<file path="src/rtl/btmr_pkg.sv">
package btmr_pkg;

    // Register port data width; the mode field positions are fixed by it.
    localparam int REG_W      = 8;
    localparam int SEL_W      = 2;
    localparam int MAX_SRC    = 1 << SEL_W;
    localparam int EN_BIT     = 7;
    localparam int LD_BIT     = 6;

    typedef enum logic [1:0] {
        ADDR_MODE  = 2'd0,
        ADDR_BASE  = 2'd1,
        ADDR_COUNT = 2'd2,
        ADDR_NONE  = 2'd3
    } reg_addr_e;

    typedef struct packed {
        logic             en;
        logic             ld;
        logic [SEL_W-1:0] sel;
    } mode_t;

    function automatic mode_t mode_unpack(input logic [REG_W-1:0] w);
        mode_t m;
        m.en  = w[EN_BIT];
        m.ld  = w[LD_BIT];
        m.sel = w[SEL_W-1:0];
        return m;
    endfunction

    function automatic logic [REG_W-1:0] mode_pack(input mode_t m);
        logic [REG_W-1:0] w;
        w              = '0;
        w[EN_BIT]      = m.en;
        w[LD_BIT]      = m.ld;
        w[SEL_W-1:0]   = m.sel;
        return w;
    endfunction

endpackage

</file>
<file path="src/rtl/btmr_tick_sel.sv">
module btmr_tick_sel
    import btmr_pkg::*;
#(
    parameter int NUM_SRC = 4
) (
    input  logic [NUM_SRC-1:0] tick_i,
    input  logic [SEL_W-1:0]   sel_i,
    output logic               tick_o
);

    logic [MAX_SRC-1:0] hit;

    for (genvar c = 0; c < MAX_SRC; c++) begin : g_src
        if (c < NUM_SRC) begin : g_live
            assign hit[c] = tick_i[c] && (sel_i == SEL_W'(c));
        end else begin : g_dead
            assign hit[c] = 1'b0;
        end
    end

    assign tick_o = |hit;

endmodule

</file>
<file path="src/rtl/btmr_mode_reg.sv">
module btmr_mode_reg
    import btmr_pkg::*;
(
    input  logic             clk,
    input  logic             rst,
    input  logic             we_i,
    input  logic [REG_W-1:0] wdata_i,
    output mode_t            mode_o
);

    mode_t mode_q;
    mode_t mode_new;
    logic  sel_locked;
    logic  unused_pad;

    assign mode_new   = mode_unpack(wdata_i);
    assign unused_pad = ^wdata_i[LD_BIT-1:SEL_W];
    // A running timer refuses any write that would move its tick source.
    assign sel_locked = mode_q.en && (mode_new.sel != mode_q.sel);

    always_ff @(posedge clk) begin
        if (rst) begin
            mode_q <= '0;
        end else if (we_i && !sel_locked) begin
            mode_q <= mode_new;
        end
    end

    assign mode_o = mode_q;


    sel_guard_chk: assert property (@(posedge clk) disable iff (rst)
        (we_i && mode_q.en && (wdata_i[SEL_W-1:0] != mode_q.sel)) |=> (mode_o == $past(mode_o)));

endmodule

</file>
<file path="src/rtl/btmr_counter.sv">
module btmr_counter
    import btmr_pkg::*;
#(
    parameter int CNT_W = 8
) (
    input  logic             clk,
    input  logic             rst,
    input  logic             en_i,
    input  logic             ld_i,
    input  logic             tick_i,
    input  logic [CNT_W-1:0] base_i,
    output logic [CNT_W-1:0] cnt_o,
    output logic             uflow_o
);

    logic [CNT_W-1:0] cnt_q;
    logic             uflow_q;
    logic             step;
    logic             at_zero;

    assign step    = en_i && !ld_i && tick_i;
    assign at_zero = (cnt_q == '0);

    always_ff @(posedge clk) begin
        if (rst) begin
            cnt_q   <= '0;
            uflow_q <= 1'b0;
        end else begin
            uflow_q <= 1'b0;
            if (ld_i) begin
                cnt_q <= base_i;
            end else if (step) begin
                if (at_zero) begin
                    cnt_q   <= base_i;
                    uflow_q <= 1'b1;
                end else begin
                    cnt_q <= cnt_q - 1'b1;
                end
            end
        end
    end

    assign cnt_o   = cnt_q;
    assign uflow_o = uflow_q;


    load_copy_chk: assert property (@(posedge clk) disable iff (rst)
        ld_i |=> (cnt_o == $past(base_i)) && !uflow_o);


    step_down_chk: assert property (@(posedge clk) disable iff (rst)
        (en_i && !ld_i && tick_i && (cnt_o != '0)) |=> (cnt_o == $past(cnt_o) - 1'b1));


    reload_chk: assert property (@(posedge clk) disable iff (rst)
        uflow_o |-> (cnt_o == $past(base_i)) && ($past(cnt_o) == '0));


    idle_hold_chk: assert property (@(posedge clk) disable iff (rst)
        (!en_i && !ld_i) |=> $stable(cnt_o) && !uflow_o);

endmodule

</file>
<file path="src/rtl/baud_down_timer.sv">
module baud_down_timer
    import btmr_pkg::*;
#(
    parameter int CNT_W   = 8,
    parameter int NUM_SRC = 4
) (
    input  logic               clk,
    input  logic               rst,
    input  logic [NUM_SRC-1:0] tick_src,
    input  logic               reg_we,
    input  logic [1:0]         reg_waddr,
    input  logic [REG_W-1:0]   reg_wdata,
    input  logic [1:0]         reg_raddr,
    output logic [REG_W-1:0]   reg_rdata,
    output logic               uflow
);

    mode_t            mode;
    logic [CNT_W-1:0] base_q;
    logic [CNT_W-1:0] cnt;
    logic             tick_sel;
    logic             we_mode;
    logic             we_base;
    logic [REG_W-1:0] base_ext;
    logic [REG_W-1:0] cnt_ext;

    assign we_mode = reg_we && (reg_addr_e'(reg_waddr) == ADDR_MODE);
    assign we_base = reg_we && (reg_addr_e'(reg_waddr) == ADDR_BASE);

    always_ff @(posedge clk) begin
        if (rst) begin
            base_q <= '0;
        end else if (we_base) begin
            base_q <= reg_wdata[CNT_W-1:0];
        end
    end

    btmr_mode_reg u_mode (
        .clk     (clk),
        .rst     (rst),
        .we_i    (we_mode),
        .wdata_i (reg_wdata),
        .mode_o  (mode)
    );

    btmr_tick_sel #(.NUM_SRC(NUM_SRC)) u_sel (
        .tick_i (tick_src),
        .sel_i  (mode.sel),
        .tick_o (tick_sel)
    );

    btmr_counter #(.CNT_W(CNT_W)) u_cnt (
        .clk     (clk),
        .rst     (rst),
        .en_i    (mode.en),
        .ld_i    (mode.ld),
        .tick_i  (tick_sel),
        .base_i  (base_q),
        .cnt_o   (cnt),
        .uflow_o (uflow)
    );

    always_comb begin
        base_ext             = '0;
        base_ext[CNT_W-1:0]  = base_q;
        cnt_ext              = '0;
        cnt_ext[CNT_W-1:0]   = cnt;
        case (reg_addr_e'(reg_raddr))
            ADDR_MODE:  reg_rdata = mode_pack(mode);
            ADDR_BASE:  reg_rdata = base_ext;
            ADDR_COUNT: reg_rdata = cnt_ext;
            default:    reg_rdata = '0;
        endcase
    end


    mode_pad_chk: assert property (@(posedge clk) disable iff (rst)
        (reg_addr_e'(reg_raddr) == ADDR_MODE) |-> (reg_rdata[LD_BIT-1:SEL_W] == '0));


    reset_clear_chk: assert property (@(posedge clk)
        $past(rst) |-> (cnt == '0) && !uflow);

endmodule

</file>
<file path="config.mk">
export PLATFORM = sky130hd
export DESIGN_NAME = baud_down_timer
export DESIGN_NICKNAME = d
export VERILOG_FILES = /design/src/rtl/btmr_pkg.sv /design/src/rtl/btmr_tick_sel.sv /design/src/rtl/btmr_mode_reg.sv /design/src/rtl/btmr_counter.sv /design/src/rtl/baud_down_timer.sv
export SDC_FILE = /design/constraint.sdc
export NUM_CORES = 1
export LEC_CHECK = 0
export BUFFER_PORTS_ARGS = -buffer_cell sky130_fd_sc_hd__clkbuf_2
export CORE_MARGIN = 5
export CORE_UTILIZATION = 40
export DETAILED_ROUTE_END_ITERATION = 10
export GPL_ROUTABILITY_DRIVEN = 0
export PLACE_DENSITY = 0.64
export SYNTH_ARGS = -nofsm -noshare
export SYNTH_HDL_FRONTEND = slang
export SYNTH_SLANG_ARGS = --single-unit
</file>
<file path="constraint.sdc">
create_clock -name clk -period 3.4 [get_ports clk]
set_clock_uncertainty 0.05 [all_clocks]
set_input_delay 0.68 -clock clk [delete_from_list [all_inputs] [get_ports clk]]
set_output_delay 0.68 -clock clk [all_outputs]
set_load 0.02 [all_outputs]
</file>
==> results of run 1 <==
sequential cells by signal (all words and copies together) (netlist names):
register	flops
u_cnt.cnt_o	8
u_cnt.uflow_o	1
base_ext	8
u_mode.mode_o	4
area by class of cell:
cell class              instances  area (µm²)  area share
clock buffers                   4        26.3      0.0171
inverters                       8        30.0      0.0195
multi-input cells             124         867       0.564
flip-flops and latches         21         420       0.274
well taps                      46        57.6      0.0375
repair buffers                 27         135      0.0879
cells in the final DEF (no fill, tap or decap), types with 5 or more instances in the layout:
| cell type | n |
|---|---|
| clkbuf_2 | 27 |
| nor2_1 | 12 |
| inv_1 | 8 |
| mux2i_1 | 15 |
| a21oi_1 | 9 |
| dfxtp_1 | 21 |
| o21ai_0 | 9 |
| nand2_1 | 12 |
| o21ai_1 | 5 |
layer usage:
metal  wire length, µm  GRT usage
met1              1510      0.208
met2              1640      0.234
met3               110     0.0292
met4               106     0.0754
met5                 0          0
power by group through the flow:
stage               logic (µW)  clock network [µW]  registers [µW]
floorplan                  116                   0             269
global placement           139                   0             278
detailed placement         143                   0             278
CTS                        143                 129             273
global route               159                 142             275
finish                     142                 128             273
kinds of logic (layout without fill, tap and decap cells):
| kind of cell | count (synthesis) | in the layout | share of synthesized area |
|---|---|---|---|
| and+or+nand+nor | 55 | 55 | 0.228 |
| AOI/OAI and AO/OA | 49 | 49 | 0.252 |
| DFF | 21 | 21 | 0.304 |
| buffers and inverters | 20 | 39 | 0.0679 |
| muxes | 16 | 16 | 0.117 |
| adders and majority gates | 2 | 2 | 0.0181 |
| xor gates and xnor gates | 2 | 2 | 0.0127 |
path summary, 6_finish.rpt:
kind,from,end,slack [ps]
worst max-delay path,reg_raddr[0],reg_rdata[6],980
worst min-delay path,base_ext[0],u_cnt.cnt_o[0],460
worst max register to register,u_cnt.cnt_o[0],u_cnt.cnt_o[7],1470
worst min register to register,base_ext[0],u_cnt.cnt_o[0],460
stage by stage:
| step | setup WS, ps | instances |
|---|---|---|
| floorplan | 1150 | 165 |
| global placement | 995 | 226 |
| detailed placement | 981 | 226 |
| CTS | 981 | 230 |
| global route | 852 | 230 |
| finish | 978 | 230 |
worst reg2reg max path, cell delays in order, from the launching register on:
cell and delay, ps:
dfxtp_1 380, inv_1 100, ha_1 230, or4b_4 500, o21ai_2 190, o21ai_1 100, a32o_1 290
==> qor.yml, run 1 <==
outcome:
  status: "completed"
hold_path:
  min_path_type: "flop to flop"
  min_path_cells: 2
synthesis:
  yosysWarningCount: 0
  ys_ff_latch: 21
  ys_seq_area_frac: 0.304
  synth.avg_cell_area_um2: 8.37
  ys.flop_type: "dfxtp_1"
  synth_edf_count: 0
  syn_area_um2: 1380
  yosys.area.top_type: "dfxtp_1"
  synth_most_common_cell: "dfxtp_1"
  synth_common_cells: "dfxtp_1 (21), mux2i_1 (15), nand2_1 (12), nor2_1 (12)"
  synth_area_leaders: "dfxtp_1 (30%), mux2i_1 (11%), a21oi_1 (3.3%), o21ai_0 (3.3%), nand2_1 (3.3%)"
  ys_types: 47
  yosysTopAreaCellShare: 0.304
  synth_fp_nets: 186
  async_flop_share: 0
  syn_inst: 165
drt:
  drc: 0
  first_iter_violations: 74
  dr.pass1.iters: 4
  viasPerCell: 5.61
  ant_nets: 0
  vias: 1291
  finalWirelength_mm: 3.37
  wl_per_cell_um: 14.6
power:
  total_leakage_power_uw: 0.000655
  p_sw_frac: 0.326
  pwr-share-seq: 0.503
  switchingPower_uw: 177
  p_per_area_nw_per_um2: 353
  p_int_uw: 366
  irDropWorstVdd_mv: 0.209
  p_clk_frac: 0.235
  p_total_uw: 543
  combPwrFrac: 0.262
timing:
  rsz0062_at_grt: "false"
  fin_crit_sh: 0.712
  fmaxAchievable_mhz: 413
  whs_ps: 464
  worst_slew_pin_slew_ps: 895
  setup_viol: 0
  drv_slew: 0
  tns_ps: 0
  slew_headroom: 0.403
  post-route-min-period_ps: 2420
  hold_viol_final: 0
critical_path:
  crit_cells: 5
  cp_common_cell: "clkbuf_2"
  critical_path_class: "input pin to output pin"
  critPathMaxStageDelay_ps: 450
  crit_chain: "clkbuf_2, nor2b_1, nand2_1, o21ai_0, clkbuf_2"
  r2r_cells: 6
  path_max_fanout: 8
  crit_family: "simple AND/OR/NAND/NOR gates"
  critical_path_buf_inv_count: 2
  cp_data_required_time_ps: 2670
  crit_path_start_kind: "input pin"
  arrival_ps: 1690
  critPathSlowestCell: "nor2b_1"
  cp-end-kind: "output pin"
global_routing:
  grt_use_total: 0.154
  grt_pass1_vias: 1233
  grt_pass1_wl_mm: 5.53
  globalRoute.totalOverflow: 0
  antenna_found_initial: 0
  grt_max_degree: 22
floorplan:
  coreArea_um2: 3340
  die_width_um: 68.8
  fp-row-count: 21
  initial_core_util: 0.414
  die_y_um: 68.8
  dieArea_um2: 4730
  ios: 28
cts:
  clockRootBuffer: "clkbuf_4"
  tritoncts: "done"
  cts_made_buffers: 3
  clkTransAtPathRegs_ps: 120
  cts_hold_buf: 0
  clock-sinks: 21
  clk_path_buf_depth: 2
  post_cts_buffers: 0
  clock_latency_ps: 310
  cts_resized: 0
  htreeDepth: 1
layout:
  antenna_cells: 0
  postLayoutCellArea_um2: 1540
  final_nets: 206
  area_delta_synth_final_pct: 11.2
  utilization: 0.460
  fillers: 327
  drive_above_1_share: 0.223
place:
  placedInstanceArea_um2: 1510
  hpwl_mm: 2.61
  port_buffers: 27
job:
  drv_cap: 0
No activity file was read; power rests on OpenSTA's default activity.
==> run 2, diff against run 1 <==
- ABC_AREA: not set -> 1
- PLACE_DENSITY: 0.64 -> 0.67
- clock period: 3.4 -> 2 ns (I/O delays scaled with it)
==> qor.yml, run 2 <==
outcome:
  status: "completed"
global_routing:
  grt_max_degree: 18  # -18%
  grt_use_total: 0.160  # +0.00590
  globalRoute.totalOverflow: 0  # unchanged
  antenna_found_initial: 0  # unchanged
  grt_pass1_wl_mm: 5.38  # -2.7%
  grt_pass1_vias: 1224  # -0.73%
timing:
  fmaxAchievable_mhz: 579
  tns_ps: 0  # unchanged
  worst_slew_pin_slew_ps: 464  # -431 ps
  post-route-min-period_ps: 1730
  setup_viol: 0  # unchanged
  fin_crit_sh: 0.864
  hold_viol_final: 0  # unchanged
  drv_slew: 0  # unchanged
  rsz0062_at_grt: "false"
  slew_headroom: 0.690  # +0.287
  whs_ps: 232  # -232 ps
  setup_slack_ps: 273  # -705 ps
drt:
  first_iter_violations: 69  # -6.8%
  finalWirelength_mm: 3.12  # -7.3%
  wl_per_cell_um: 11.8  # -19%
  dr_wl_met3_um: 167  # +52%
  ant_nets: 0  # unchanged
  vias: 1292  # +0.077%
  viasPerCell: 4.89  # -13%
  dr.max_layer_used: "met4"
  dr.pass1.iters: 4  # unchanged
  routedLengthMet1_mm: 1.40  # -7.1%
  drc: 0  # unchanged
  met2_length_mm: 1.51  # -8.2%
floorplan:
  initial_core_util: 0.418  # +0.00434
  die_width_um: 66.7  # -3.0%
  fp-row-count: 20  # -4.8%
  coreArea_um2: 3080  # -7.8%
  die_y_um: 66.7  # -3.0%
  dieArea_um2: 4450  # -5.8%
  ios: 28  # unchanged
layout:
  layout_common_cells: "nand2_1 (35), nor2_1 (32), clkbuf_2 (27)"
  final_cells: 264  # +15%
  fillers: 330  # +0.92%
  final_nets: 242  # +17%
  area_delta_synth_final_pct: 17.0
  drive_above_1_share: 0.255  # +0.0317
  multi_input_area_um2: 752  # -13%
  register_area_um2: 420  # unchanged
  final_common_cell: "nand2_1"
  antenna_cells: 0  # unchanged
  utilization: 0.489  # +0.0290
synthesis:
  ys_types: 28  # -40%
  synth_area_leaders: "dfxtp_1 (33%), nand2_1 (10%), nor2_1 (9.3%), inv_1 (6.7%), o21ai_1 (5.4%)"
  ys_seq_area_frac: 0.327  # +0.0222
  yosysTopAreaCellShare: 0.327  # +0.0222
  yosysWarningCount: 0  # unchanged
  synth_most_common_cell: "nand2_1"
  synth_common_cells: "nand2_1 (35), nor2_1 (32), inv_1 (23), dfxtp_1 (21), o21ai_1 (14)"
  syn_area_um2: 1290  # -6.8%
  ys_ff_latch: 21  # unchanged
  syn_inst: 190  # +15%
  ys.flop_type: "dfxtp_1"
  async_flop_share: 0  # unchanged
  synth.avg_cell_area_um2: 6.78  # -19%
  synth_edf_count: 0  # unchanged
  synth_fp_nets: 211  # +13%
  yosys.area.top_type: "dfxtp_1"
power:
  pwr-share-seq: 0.430  # -0.073
  p_sw_frac: 0.394  # +0.0688
  p_int_uw: 673  # +84%
  combPwrFrac: 0.362  # +0.100
  switchingPower_uw: 439  # +150%
  p_clk_frac: 0.208  # -0.027
  p_per_area_nw_per_um2: 738  # +110%
  total_leakage_power_uw: 0.000697  # +6.3%
  irDropWorstVdd_mv: 0.409  # +96%
critical_path:
  crit_path_start_kind: "flop"
  arrival_ps: 1280  # -410 ps
  cp_data_required_time_ps: 1550  # -1120 ps
  cp-end-kind: "output pin"
  critical_path_class: "flop to output pin"
  path_max_fanout: 5  # -3
cts:
  clockRootBuffer: "clkbuf_4"
  clkTransAtPathRegs_ps: 130  # about the same
  htreeDepth: 1  # unchanged
  cts_hold_buf: 0  # unchanged
  clk_path_buf_depth: 2  # unchanged
  cts_made_buffers: 3  # unchanged
  clock-sinks: 21  # unchanged
  clock_latency_ps: 330  # +20 ps
  post_cts_buffers: 0  # unchanged
  tritoncts: "done"
  cts_resized: 0  # unchanged
place:
  dp.cells: 260  # +15%
  pre_cts_slack_ps: 377  # -604 ps
  port_buffers: 27  # unchanged
  hpwl_mm: 2.42  # -7.0%
hold_path:
  min_path_type: "input pin to flop"
job:
  drv_cap: 0  # unchanged
-- run 2: changes by cell type in the layout (fill, tap and decap cells not counted), moves of 4 or more --
cell	before	now
nand2_1	12	35
nand2_2	0	6
inv_1	8	23
o21ai_1	5	14
nor3_1	4	0
o21ai_0	9	13
mux2i_1	15	0
nand3_2	0	5
a22o_1	4	0
nor2_1	12	32
-- run 2: cells by family after synthesis --
logic type               Yosys count  share of synthesized area
XOR/XNOR                           4                     0.0272
buffers and inverters             29                     0.0894
adder cells (fa/ha/maj)            2                     0.0194
AND/OR/NAND/NOR                   92                      0.357
flip-flops                        21                      0.327
AO/OA/AOI/OAI                     42                      0.181
-- run 2: worst max-delay path, cell delays in order, from the launching register on --
cell and delay [ps]:
dfxtp_1 450, inv_1 80, o22ai_1 200, clkbuf_2 210
-- run 2: layer usage --
metal / track usage / up-vias
met4: 0.0635 / 0
met3: 0.0455 / 6
met1: 0.189 / 578
met2: 0.270 / 35
li1: - / 673
met5: 0 / -
-- run 2: power groups by stage --
stage               clock (µW)  combinational (µW)  sequential, µW
floorplan                    0                 314             480
global placement             0                 397             487
detailed placement           0                 402             488
CTS                        237                 404             478
global route               254                 460             483
finish                     231                 402             479
-- run 2: path summary, 6_finish.rpt --
path	cells after the start	slack, ps	end	from
max reg2reg	10	530	u_cnt.cnt_o[1]	u_cnt.cnt_o[0]
min	3	230	base_ext[3]	reg_wdata[3]
max	3	270	reg_rdata[2]	u_cnt.cnt_o[2]
min reg2reg	2	460	u_cnt.cnt_o[7]	u_cnt.cnt_o[7]
-- run 2: area by class of cell --
cell class,count,share of cell area
clock buffer,3,0.0150
clock inverter,1,0.00498
inverter,27,0.0706
multi-input combinational,140,0.499
sequential,21,0.279
tap,44,0.0365
timing repair buffer,28,0.0947
-- run 2: through the flow --
stage / cell area, µm² / total power, µW
2_1_floorplan: 1290 / 794
3_3_place_gp: 1480 / 884
3_5_place_dp: 1480 / 889
4_1_cts: 1510 / 1120
5_1_grt: 1510 / 1200
6_report: 1510 / 1110
==> run 3, diff against run 2 <==
- CTS_CLUSTER_SIZE: not set -> 10
- SETUP_SLACK_MARGIN: not set -> 0.4
==> qor.yml, run 3 (same netlist as run 2, synthesis figures left out) <==
critical_path:
  cp_data_required_time_ps: 1550  # about the same
  crit_family: "flip-flops"
  arrival_ps: 1140  # -140 ps
  critPathSlowestCell: "dfxtp_4"
  cp-startpoint: "u_cnt.cnt_o[2]"
  path_max_fanout: 4  # -1
  r2r-start: "u_cnt.cnt_o[0]"
  cp-end-kind: "output pin"
  critPathMaxStageDelay_ps: 390  # -60 ps
  crit_chain: "inv_1, o22ai_1, buf_4"
  critical_path_buf_inv_count: 2  # unchanged
  critical_path_class: "flop to output pin"
  crit_path_start_kind: "flop"
cts:
  cts_hold_buf: 0  # unchanged
  clkTransAtPathRegs_ps: 130  # about the same
  clock-sinks: 21  # unchanged
  htreeDepth: 1  # unchanged
  clockRootBuffer: "clkbuf_4"
  clk_path_buf_depth: 2  # unchanged
  cts_made_buffers: 3  # unchanged
  tritoncts: "done"
  clock_latency_ps: 330  # about the same
timing:
  drv_slew: 0  # unchanged
  slew_headroom: 0.682  # -0.00883
  tns_ps: 0  # unchanged
  worst_slew_pin_slew_ps: 477  # +13.2 ps
  setup_viol: 0  # unchanged
  fmaxAchievable_mhz: 628  # +8.4%
  post-route-min-period_ps: 1590  # -134 ps
  setup_slack_ps: 407  # +134 ps
  fin_crit_sh: 0.796  # -0.0672
  hold_viol_final: 0  # unchanged
  rsz0062_at_grt: "true"
layout:
  final_nets: 249  # +2.9%
  postLayoutCellArea_um2: 1640  # +8.7%
  final_common_cell: "nand2_1"
  area_delta_synth_final_pct: 27.2
  layout_common_cells: "nand2_1 (34), nor2_1 (30), inv_1 (20)"
  antenna_cells: 0  # unchanged
  drive_above_1_share: 0.366  # +0.111
drt:
  drc: 0  # unchanged
  dr.pass1.iters: 4  # unchanged
  first_iter_violations: 66  # -4.3%
  vias: 1328  # +2.8%
  finalWirelength_mm: 3.23  # +3.4%
  ant_nets: 0  # unchanged
  viasPerCell: 4.90  # +0.13%
  wl_per_cell_um: 11.9  # +0.76%
floorplan:
  fp-row-count: 20  # unchanged
  coreArea_um2: 3080  # unchanged
  die_width_um: 66.7  # unchanged
  die_y_um: 66.7  # unchanged
  dieArea_um2: 4450  # unchanged
  ios: 28  # unchanged
  initial_core_util: 0.418  # unchanged
global_routing:
  grt_pass1_vias: 1265  # +3.3%
  grt_pass1_wl_mm: 5.53  # +2.7%
  globalRoute.totalOverflow: 0  # unchanged
  grt_use_total: 0.162  # +0.00240
  antenna_found_initial: 0  # unchanged
  grt_max_degree: 18  # unchanged
place:
  placedInstanceArea_um2: 1480  # unchanged
  port_buffers: 27  # unchanged
  pre_cts_slack_ps: 377  # unchanged
  hpwl_mm: 2.42  # unchanged
power:
  irDropWorstVdd_mv: 0.399  # -2.6%
  p_clk_frac: 0.200  # -0.008
  p_sw_frac: 0.391  # -0.00350
  total_leakage_power_uw: 0.000751  # +7.7%
  pwr-share-seq: 0.413  # -0.017
  p_int_uw: 703  # +4.4%
  p_per_area_nw_per_um2: 705  # -4.5%
  p_total_uw: 1150  # +3.8%
  combPwrFrac: 0.387  # +0.025
  switchingPower_uw: 451  # +2.9%
hold_path:
  min_from: "reg_wdata[3]"
  min_path_type: "input pin to flop"
job:
  drv_cap: 0  # unchanged
outcome:
  status: "completed"
[run 3: cell types whose count changed in the layout (fill, tap and decap cells not counted), moves of 2 or more]
cell	change
inv_2	+3
clkbuf_2	-8
dfxtp_4	+4
dfxtp_1	-12
buf_4	+14
o221ai_1	-2
dfxtp_2	+8
inv_1	-3
nor2_1	-2
o221ai_2	+2
[run 3: final cells by class]
class | instances | area (µm²)
flip-flops and latches | 21 | 445
inverters | 27 | 106
repair buffers | 35 | 219
well taps | 44 | 55.1
clock inverters | 1 | 7.51
multi-input cells | 140 | 782
clock buffers | 3 | 22.5
fillers | 312 | 1440
[run 3: per-stage QoR]
step                      std cells  hold slack, ps  utilization
after global placement          260             427        0.480
after global routing            271             234        0.532
final                           271             234        0.532
after floorplan                 190             399            -
after CTS                       270             235        0.520
after detailed placement        260             428        0.480
[run 3: final timing paths]
check                   end  slack [ps]  cells after the start
max reg2reg  u_cnt.cnt_o[1]         610                     10
max            reg_rdata[2]         410                      3
min             base_ext[3]         230                      3
min reg2reg   u_cnt.uflow_o         450                      1
[run 3: power groups by stage]
stage	clock, µW	combinational, µW	sequential (µW)
2_1_floorplan	0	314	480
3_5_place_dp	0	402	488
5_1_grt	251	506	480
4_1_cts	237	433	476
3_3_place_gp	0	397	487
6_report	231	447	476
[run 3: layer usage]
layer | part of all wire | up-vias | global-route usage
li1 | - | 693 | -
met1 | 0.44 | 583 | 0.195
met2 | 0.48 | 44 | 0.278
met3 | 0.061 | 8 | 0.0422
met4 | 0.018 | 0 | 0.0533
met5 | 0 | - | 0
[run 3: worst reg2reg max path: stages, from the launching register on]
cell     delay, ps
dfxtp_2        350
inv_2           70
ha_1           200
nand2_1         80
nor2_2         110
nand3_2        100
nand2_4        120
nand2_1         60
o21ai_1         70
nor2_1          50
nor2_1          80
[run 3: timing repair]
item | CTS | global route
gates resized for setup | 26 | 18
buffers inserted | 6 | 1
endpoints found under the setup margin | 8 | 12
pin swaps | 1 | 3
hold endpoints to repair | 0 | 0
